==> config.mk <==
export PLATFORM = sky130hd
export DESIGN_NAME = pin_override_mux
export DESIGN_NICKNAME = d
export VERILOG_FILES = /design/src/rtl/pom_pkg.sv /design/src/rtl/pom_regs.sv /design/src/rtl/pom_slowclk.sv /design/src/rtl/pin_override_mux.sv
export SDC_FILE = /design/constraint.sdc
export NUM_CORES = 1
export LEC_CHECK = 0
export BUFFER_PORTS_ARGS = -buffer_cell sky130_fd_sc_hd__buf_2
export CAP_MARGIN = 30
export CORE_ASPECT_RATIO = 1.25
export CORE_MARGIN = 2
export CORE_UTILIZATION = 53
export CTS_CLUSTER_DIAMETER = 100
export DETAILED_ROUTE_END_ITERATION = 10
export PLACE_DENSITY_LB_ADDON = 0.08
export SYNTH_ARGS = -nofsm -noshare
export SYNTH_HDL_FRONTEND = slang
export SYNTH_SLANG_ARGS = --single-unit
==> constraint.sdc <==
create_clock -name clk -period 2.8 [get_ports clk]
set_input_delay 0.56 -clock clk [delete_from_list [all_inputs] [get_ports clk]]
set_output_delay 0.56 -clock clk [all_outputs]
set_load 0.01 [all_outputs]
==> src/rtl/pom_pkg.sv <==
package pom_pkg;
    typedef enum logic [1:0] {
        PM0 = 2'd0,
        PM1 = 2'd1,
        PM2 = 2'd2,
        PM3 = 2'd3
    } pmode_e;

    localparam int SRC_W = 2;

    typedef struct packed {
        logic             en;
        logic [SRC_W-1:0] src;
    } obs_sel_t;
endpackage

==> src/rtl/pom_regs.sv <==
module pom_regs
    import pom_pkg::*;
#(
    parameter int OBS_PINS  = 6,
    parameter int PIN_IDX_W = 3,
    parameter int ADDR_W    = 3,
    parameter int DATA_W    = 8
) (
    input  logic                        clk,
    input  logic                        rst_n,
    input  logic                        wr_en,
    input  logic [ADDR_W-1:0]           wr_addr,
    input  logic [DATA_W-1:0]           wr_data,
    output obs_sel_t [OBS_PINS-1:0]     obs_cfg,
    output logic                        clk_en,
    output logic [PIN_IDX_W-1:0]        clk_pin,
    output logic                        reg_en,
    output logic [PIN_IDX_W-1:0]        reg_pin
);
    localparam int PWR_ADDR   = OBS_PINS;
    localparam int CLK_EN_BIT = 7;
    localparam int CLK_PIN_LO = 4;
    localparam int REG_EN_BIT = 3;
    localparam int REG_PIN_LO = 0;

    typedef struct packed {
        obs_sel_t [OBS_PINS-1:0] obs;
        logic                    clk_en;
        logic [PIN_IDX_W-1:0]    clk_pin;
        logic                    reg_en;
        logic [PIN_IDX_W-1:0]    reg_pin;
    } regs_t;

    regs_t regs_d, regs_q;

    always_comb begin
        regs_d = regs_q;
        if (wr_en) begin
            for (int i = 0; i < OBS_PINS; i++) begin
                if (int'(wr_addr) == i) begin
                    regs_d.obs[i].en  = wr_data[SRC_W];
                    regs_d.obs[i].src = wr_data[SRC_W-1:0];
                end
            end
            if (int'(wr_addr) == PWR_ADDR) begin
                regs_d.clk_en  = wr_data[CLK_EN_BIT];
                regs_d.clk_pin = wr_data[CLK_PIN_LO +: PIN_IDX_W];
                regs_d.reg_en  = wr_data[REG_EN_BIT];
                regs_d.reg_pin = wr_data[REG_PIN_LO +: PIN_IDX_W];
            end
        end
    end

    always_ff @(posedge clk) begin
        if (!rst_n) regs_q <= '0;
        else        regs_q <= regs_d;
    end

    assign obs_cfg = regs_q.obs;
    assign clk_en  = regs_q.clk_en;
    assign clk_pin = regs_q.clk_pin;
    assign reg_en  = regs_q.reg_en;
    assign reg_pin = regs_q.reg_pin;


    pwr_write_chk: assert property (@(posedge clk) disable iff (!rst_n)
        (wr_en && int'(wr_addr) == PWR_ADDR) |=>
            (clk_en == $past(wr_data[CLK_EN_BIT]) && reg_en == $past(wr_data[REG_EN_BIT])));


    no_write_hold_chk: assert property (@(posedge clk) disable iff (!rst_n)
        !wr_en |=> $stable(regs_q));
endmodule

==> src/rtl/pom_slowclk.sv <==
module pom_slowclk
    import pom_pkg::*;
(
    input  logic       clk,
    input  logic       rst_n,
    input  logic       slow_clk,
    input  logic [1:0] pm,
    output logic       frozen,
    output logic       lvl
);
    typedef struct packed {
        logic   sclk;
        pmode_e pm;
        logic   lvl;
    } sc_t;

    sc_t sc_d, sc_q;
    logic rise;

    assign rise   = slow_clk && !sc_q.sclk;
    assign frozen = (sc_q.pm == PM3);
    assign lvl    = frozen ? sc_q.lvl : slow_clk;

    always_comb begin
        sc_d      = sc_q;
        sc_d.sclk = slow_clk;
        if (rise) sc_d.pm = pmode_e'(pm);
        sc_d.lvl  = lvl;
    end

    always_ff @(posedge clk) begin
        if (!rst_n) sc_q <= '{sclk: 1'b0, pm: PM0, lvl: 1'b0};
        else        sc_q <= sc_d;
    end


    mode_capture_chk: assert property (@(posedge clk) disable iff (!rst_n)
        !rise |=> $stable(sc_q.pm));
endmodule

==> src/rtl/pin_override_mux.sv <==
module pin_override_mux
    import pom_pkg::*;
#(
    parameter int PORT_W   = 8,
    parameter int OBS_PINS = 6,
    parameter int OBS_SRCS = 3,
    parameter int DATA_W   = 8
) (
    input  logic              clk,
    input  logic              rst_n,
    input  logic              wr_en,
    input  logic [2:0]        wr_addr,
    input  logic [DATA_W-1:0] wr_data,
    input  logic [PORT_W-1:0] gpio_p0_out,
    input  logic [PORT_W-1:0] gpio_p0_oe,
    input  logic [PORT_W-1:0] gpio_p1_out,
    input  logic [PORT_W-1:0] gpio_p1_oe,
    input  logic [OBS_SRCS-1:0] obs_sig,
    input  logic              slow_clk,
    input  logic [1:0]        pm,
    output logic [PORT_W-1:0] pin_p0_out,
    output logic [PORT_W-1:0] pin_p0_oe,
    output logic [PORT_W-1:0] pin_p1_out,
    output logic [PORT_W-1:0] pin_p1_oe
);
    localparam int PIN_IDX_W = $clog2(PORT_W);
    localparam int ADDR_W    = 3;

    typedef struct packed {
        logic [PORT_W-1:0] p0_out;
        logic [PORT_W-1:0] p0_oe;
        logic [PORT_W-1:0] p1_out;
        logic [PORT_W-1:0] p1_oe;
    } pins_t;

    obs_sel_t [OBS_PINS-1:0] obs_cfg;
    logic                    clk_en, reg_en, frozen, clk_lvl, reg_up;
    logic [PIN_IDX_W-1:0]    clk_pin, reg_pin;
    pins_t                   pins_d, pins_q;

    pom_regs #(
        .OBS_PINS(OBS_PINS), .PIN_IDX_W(PIN_IDX_W), .ADDR_W(ADDR_W), .DATA_W(DATA_W)
    ) u_regs (
        .clk(clk), .rst_n(rst_n), .wr_en(wr_en), .wr_addr(wr_addr), .wr_data(wr_data),
        .obs_cfg(obs_cfg), .clk_en(clk_en), .clk_pin(clk_pin),
        .reg_en(reg_en), .reg_pin(reg_pin)
    );

    pom_slowclk u_slowclk (
        .clk(clk), .rst_n(rst_n), .slow_clk(slow_clk), .pm(pm),
        .frozen(frozen), .lvl(clk_lvl)
    );

    assign reg_up = (pm == PM0) || (pm == PM1);

    always_comb begin
        pins_d.p0_out = gpio_p0_out;
        pins_d.p0_oe  = gpio_p0_oe;
        pins_d.p1_out = gpio_p1_out;
        pins_d.p1_oe  = gpio_p1_oe;
        if (clk_en) begin
            pins_d.p0_out[clk_pin] = clk_lvl;
            pins_d.p0_oe[clk_pin]  = 1'b1;
        end
        for (int i = 0; i < OBS_PINS; i++) begin
            if (obs_cfg[i].en) begin
                pins_d.p1_out[i] = (int'(obs_cfg[i].src) < OBS_SRCS) ? obs_sig[obs_cfg[i].src] : 1'b0;
                pins_d.p1_oe[i]  = 1'b1;
            end
        end
        if (reg_en) begin
            pins_d.p1_out[reg_pin] = reg_up;
            pins_d.p1_oe[reg_pin]  = 1'b1;
        end
    end

    always_ff @(posedge clk) begin
        if (!rst_n) pins_q <= '0;
        else        pins_q <= pins_d;
    end

    assign pin_p0_out = pins_q.p0_out;
    assign pin_p0_oe  = pins_q.p0_oe;
    assign pin_p1_out = pins_q.p1_out;
    assign pin_p1_oe  = pins_q.p1_oe;

    logic any_obs;
    always_comb begin
        any_obs = 1'b0;
        for (int i = 0; i < OBS_PINS; i++) any_obs = any_obs | obs_cfg[i].en;
    end


    gpio_pass_chk: assert property (@(posedge clk) disable iff (!rst_n)
        (!reg_en && !any_obs) |=> (pin_p1_out == $past(gpio_p1_out) && pin_p1_oe == $past(gpio_p1_oe)));


    clk_follow_chk: assert property (@(posedge clk) disable iff (!rst_n)
        (clk_en && !frozen) |=> (pin_p0_out[$past(clk_pin)] == $past(slow_clk) && pin_p0_oe[$past(clk_pin)]));


    reg_down_chk: assert property (@(posedge clk) disable iff (!rst_n)
        (reg_en && pm[1]) |=> (!pin_p1_out[$past(reg_pin)] && pin_p1_oe[$past(reg_pin)]));

    generate
        for (genvar gi = 0; gi < OBS_PINS; gi++) begin : g_obs_chk

            reserved_src_chk: assert property (@(posedge clk) disable iff (!rst_n)
                (obs_cfg[gi].en && int'(obs_cfg[gi].src) >= OBS_SRCS && !reg_en) |=>
                    (!pin_p1_out[gi] && pin_p1_oe[gi]));
        end
    endgenerate
endmodule

# == Word level (Yosys, flattened, before mapping) ==
# Index checks and enable logic that the tools add are counted.
# totals
reg_bits,62
in_bits,52
wordCells,102
output_inout_bits,32
n_memories,0
mem_bits_ro,0
latch_bits,0
mem_bits_rw,0
# classes
n_addsub,0
n_shift,0
mul,0
mux,39
n_bitwise,2
reduce_logical,14
eq_ne,8
magnitude_cmp,16
div,0
# ops
operator,count
$mux 16,2
$mux 1,27
$lt 2x3->1 const B,6
$bwmux 8,2
$or 8x8->8,2
$reduce_and 2->1,7
$bmux 1 s2,6
$eq 3x3->1 const B,4
$lt 2x2->1 const B,6
$lt 3x4->1 const B,2
$demux 1 s3,2
$eq 3x2->1 const B,2
$ge 3x1->1 const B,2
$logic_and 1x1->1,3
$logic_not 3->1,1
$eq 2x1->1 const B,1
$eq 2x2->1 const B,1
$logic_not 2->1,1
$logic_not 1->1,1
$logic_or 1x1->1,1

# == Depth between registers and ports, before layout ==
# logic_depth
depth_word,6
mapped_depth,5
depth_no_buf,3

# == Cells and area by module ==
# Synthesis repeated with hierarchy kept, for this count alone.
# unflattened
hier_cells,251
area_unflattened_um2,2625.0
# by_module_without_submodules
mod,area_per_inst_um2,cells_per_inst,seq_area_each_um2,n_inst
pin_override_mux,1420.1,136,640.6,1
pom_regs,1039.7,98,520.5,1
pom_slowclk,165.2,17,80.1,1

# == Worst setup path before layout ==
# No wires, ideal clock.
# synth_timing
kind,input-to-reg
startpoint,input port wr_addr[2]
endpoint,"register u_regs.regs_q[8], in the netlist u_regs.obs_cfg[0]"
setup_ns,0.128
path_stages,4
required_ns,2.672
t_arrival_ns,1.313
path_slack_ns,1.359
cell_sequence,buf_2 nor4b_4 mux2i_1 nor2_1
# synth_between
elab_chain_len,2
# synth_lines
element,line,rtl
start: declaration,pin_override_mux.sv:12,"input logic [2:0] wr_addr,"
$logic_not 3->1,pom_regs.sv:40,if (int'(wr_addr) == i) begin
$reduce_and 2->1 (no line),--,
end signal: assignment,pom_regs.sv:56,else regs_q <= regs_d;
end: declaration,pom_regs.sv:34,"regs_t regs_d, regs_q;"
# Every way passes these cells.
# A chain may end at the register's enable or synchronous reset.

# == Worst setup path after layout ==
# layout_timing
startpoint,input port rst_n
endpoint,register pins_q (netlist bit pin_p0_out[2])
# layout_lines
element,line,rtl
start: declaration,pin_override_mux.sv:10,"input logic rst_n,"
end signal: assignment,pin_override_mux.sv:79,else pins_q <= pins_d;
end: declaration,pin_override_mux.sv:39,"pins_t pins_d, pins_q;"
# No word-level cell between the ends.

==> run_results.csv <==
group,metric,value,unit
setup_path,path_max_fanout,28,
floorplan,initial_core_util,55.6,%
yosys,syn_area_per_cell,9.72,um^2
yosys,syn_inst,255,
grt,grt_usage,22.4,%
floorplan,design.core.area,4460,um^2
setup_path,worstPathCellList,"buf_2 > inv_2 > buf_4 > a211oi_1",
setup_path,cpLargestDelayFamily,"buffers and inverters",
grt,grt_pass1_vias,1916,
yosys,post-synth-top-count-cell,"dfxtp_1",
route,route.detailed.drc,0,
layout,antenna_cells,0,
floorplan,die_w,65.2,um
setup_path,worst_path_largest_cell_delay,0.38,ns
cts,ctsResizeCount,0,
cts,cts_root_buf,"clkbuf_8",
timing,fin_crit,1.37,ns
route,vias,2122,
timing,final_max_slew_viol_count,0,
flow_run,max_cap_viol_count,0,
cts,clockBufferDepth,2,
yosys,ys_top_cells_by_count,"dfxtp_1, nor2_1, mux2i_1, nand2_1, a21oi_1",
grt,antenna_found_initial,0,
grt,overflow,0,
yosys,synthArstFlopShare,0,%
timing,worst_slew_pin_slew,0.538,ns
placed_design,placedCellCount,388,
placed_design,gp_congestion,0.731,
placed_design,placed_cell_area,2940,um^2
floorplan,die-area,5240,um^2
cts,post-cts-setup-buffers,0,
timing,fin_setup_tns,0,ns
setup_path,end_kind,"flip-flop",
pwr,p_total,1.80,mW
timing,hold_violations,0,
layout,final_nets,393,
timing,fin_crit_sh,49.1,%
setup_path,cp-startpoint,"rst_n",
yosys,synth_top_area_share,50.1,%
yosys,yosysSeqAreaShare,50.1,%
route,post_drt_wl_per_cell,13.8,um
yosys,synth_warnings,0,
cts,cts_tree,"yes",
route,dr.pass1.iters,4,
setup_path,arrival,1.57,ns
placed_design,port_buffers,83,
yosys,synth-main-ff-cell,"dfxtp_1",
yosys,synth_area_leaders,"dfxtp_1, mux2i_1, nor2_1, a21oi_1, nand2_1",
cts,cts_max_level,3,
route,finalWirelength,5.56,mm
setup_path,required,3.00,ns
cts,clkLatencyLatePin,0.34,ns
setup_path,reg2reg_from,"u_regs.reg_en",
yosys,yosysTopAreaCell,"dfxtp_1",
timing,max_slew_margin,64.0,%
yosys,syn_nets,307,
cts,cts_sinks,62,
worst_hold_path,min_from,"gpio_p0_oe[0]",
cts,cts_hold_buf,0,
worst_hold_path,min_path_type,"in2reg",
placed_design,hpwlAfterDp,4.05,mm
setup_path,start_kind,"input port",
route,first_iter_violations,123,
cts,clkTransAtPathRegs,0.07,ns
floorplan,die_height,80.5,um
route,ant_nets,0,
grt,grt_max_degree,29,
timing,rsz0062_at_grt,"false",
layout,syn_to_final_growth,25.4,%
layout,fin_area,3110,um^2
yosys,netlist_area,2480,um^2
setup_path,critical_path_class,"in2reg",
timing,clock.fmax,728,MHz
setup_path,worst_path_max_delay_cell,"inv_2",
cts,numCtsBuffers,9,
pwr,power_density,579,nW/um^2
layout,fin_cells,403,
layout,seq_area,1240,um^2
pwr,cellLeakagePower,1.40,nW
pwr,vdd_drop_max,0.460,mV
floorplan,ioPinCount,84,
yosys,synth.distinct_cells,36,
floorplan,num_rows,27,
timing,skew,0.00658,ns
grt,grt_pass1_wl,8.83,mm
layout,fill_cells,401,
layout,layout-drive-gt1-share,30.1,%
outcome,status,"completed",
route,vias_per_cell,5.27,
yosys,synth_edf_count,0,
timing,setup_violations,0,
setup_path,crit_buf_inv,3,
layout,multiInputGateArea,1190,um^2
yosys,synth_seq_cells,62,
final cells by class:
type,count,area share [%]
Sequential cell,62,39.9
Multi-Input combinational cell,182,38.3
Timing Repair Buffer,84,13.6
Clock buffer,11,4.87
Tap cell,58,2.33
Clock inverter,4,0.724
Inverter,2,0.241
stage by stage:
| step | util (%) | hold WS (ns) | setup WS [ns] |
|---|---|---|---|
| 2_1_floorplan | - | 0.475 | 1.36 |
| 3_3_place_gp | 65.8 | 0.500 | 1.09 |
| 3_5_place_dp | 65.8 | 0.508 | 1.05 |
| 4_1_cts | 69.7 | 0.420 | 1.42 |
| 5_1_grt | 69.7 | 0.439 | 1.32 |
| 6_report | 69.7 | 0.426 | 1.43 |
metal layers:
metal  routed length, um  vias up  part of all wire, %  GRT usage, %
met3                 302       14                  5.4          4.06
met4                 150        0                  2.7          13.8
met1                2320      946                   42          26.0
met5                   0        -                    0             0
li1                    -     1090                    -             -
met2                2790       72                   50          38.0
cell families (layout without fill, tap and decap cells):
family	count (synthesis)	in the layout	synth area share [%]
multiplexers	26	26	10.5
flip-flops	62	62	50.1
AND/OR/NAND/NOR	110	110	24.9
AO/OA/AOI/OAI	46	46	12.6
buffers and inverters	11	101	1.87
tightest hold or removal path, delay by kind of cell:
family	cells	cell delay, ns
buffers and inverters	1	0.07
and+or+nand+nor	2	0.09
power breakdown:
part,leakage (nW),internal [mW],switching [mW]
sequential,0.510,0.919,0.0172
combinational,0.802,0.0808,0.0910
clock,0.0910,0.359,0.333
total,1.40,1.36,0.441
flip-flops by register name, indices dropped and copies added, names as in the netlist:
signal          cells
u_slowclk.sc_q      4
u_regs.reg_en       1
u_regs.clk_en       1
u_regs.clk_pin      3
u_regs.obs_cfg     18
pin_p1_oe           8
pin_p1_out          8
u_regs.reg_pin      3
pin_p0_oe           8
pin_p0_out          8
worst paths after layout:
check | endpoint | slack [ns] | cells past startpoint
setup / recovery | pin_p0_out[2] | 1.43 | 4
hold / removal | pin_p0_oe[0] | 0.43 | 3
setup reg to reg | pin_p1_out[0] | 1.49 | 3
hold reg to reg | u_slowclk.sc_q[2] | 0.52 | 2
layout by cell type, fill, tap and decap left out, types with 3 or more instances in the layout:
| master | Yosys | routed |
|---|---|---|
| a211oi_1 | 7 | 7 |
| a21oi_1 | 16 | 16 |
| and4b_1 | 4 | 4 |
| and4bb_1 | 4 | 4 |
| buf_2 | 4 | 83 |
| clkbuf_8 | 0 | 11 |
| clkinv_2 | 0 | 3 |
| dfxtp_1 | 62 | 62 |
| mux2i_1 | 26 | 26 |
| nand2_1 | 18 | 18 |
| nand2b_1 | 3 | 3 |
| nand3b_1 | 6 | 6 |
| nand4b_1 | 5 | 5 |
| nor2_1 | 54 | 54 |
| o211a_1 | 5 | 5 |
| o211ai_1 | 5 | 5 |
| o22ai_1 | 4 | 4 |
Note: power is estimated with default switching activity, not from simulation.
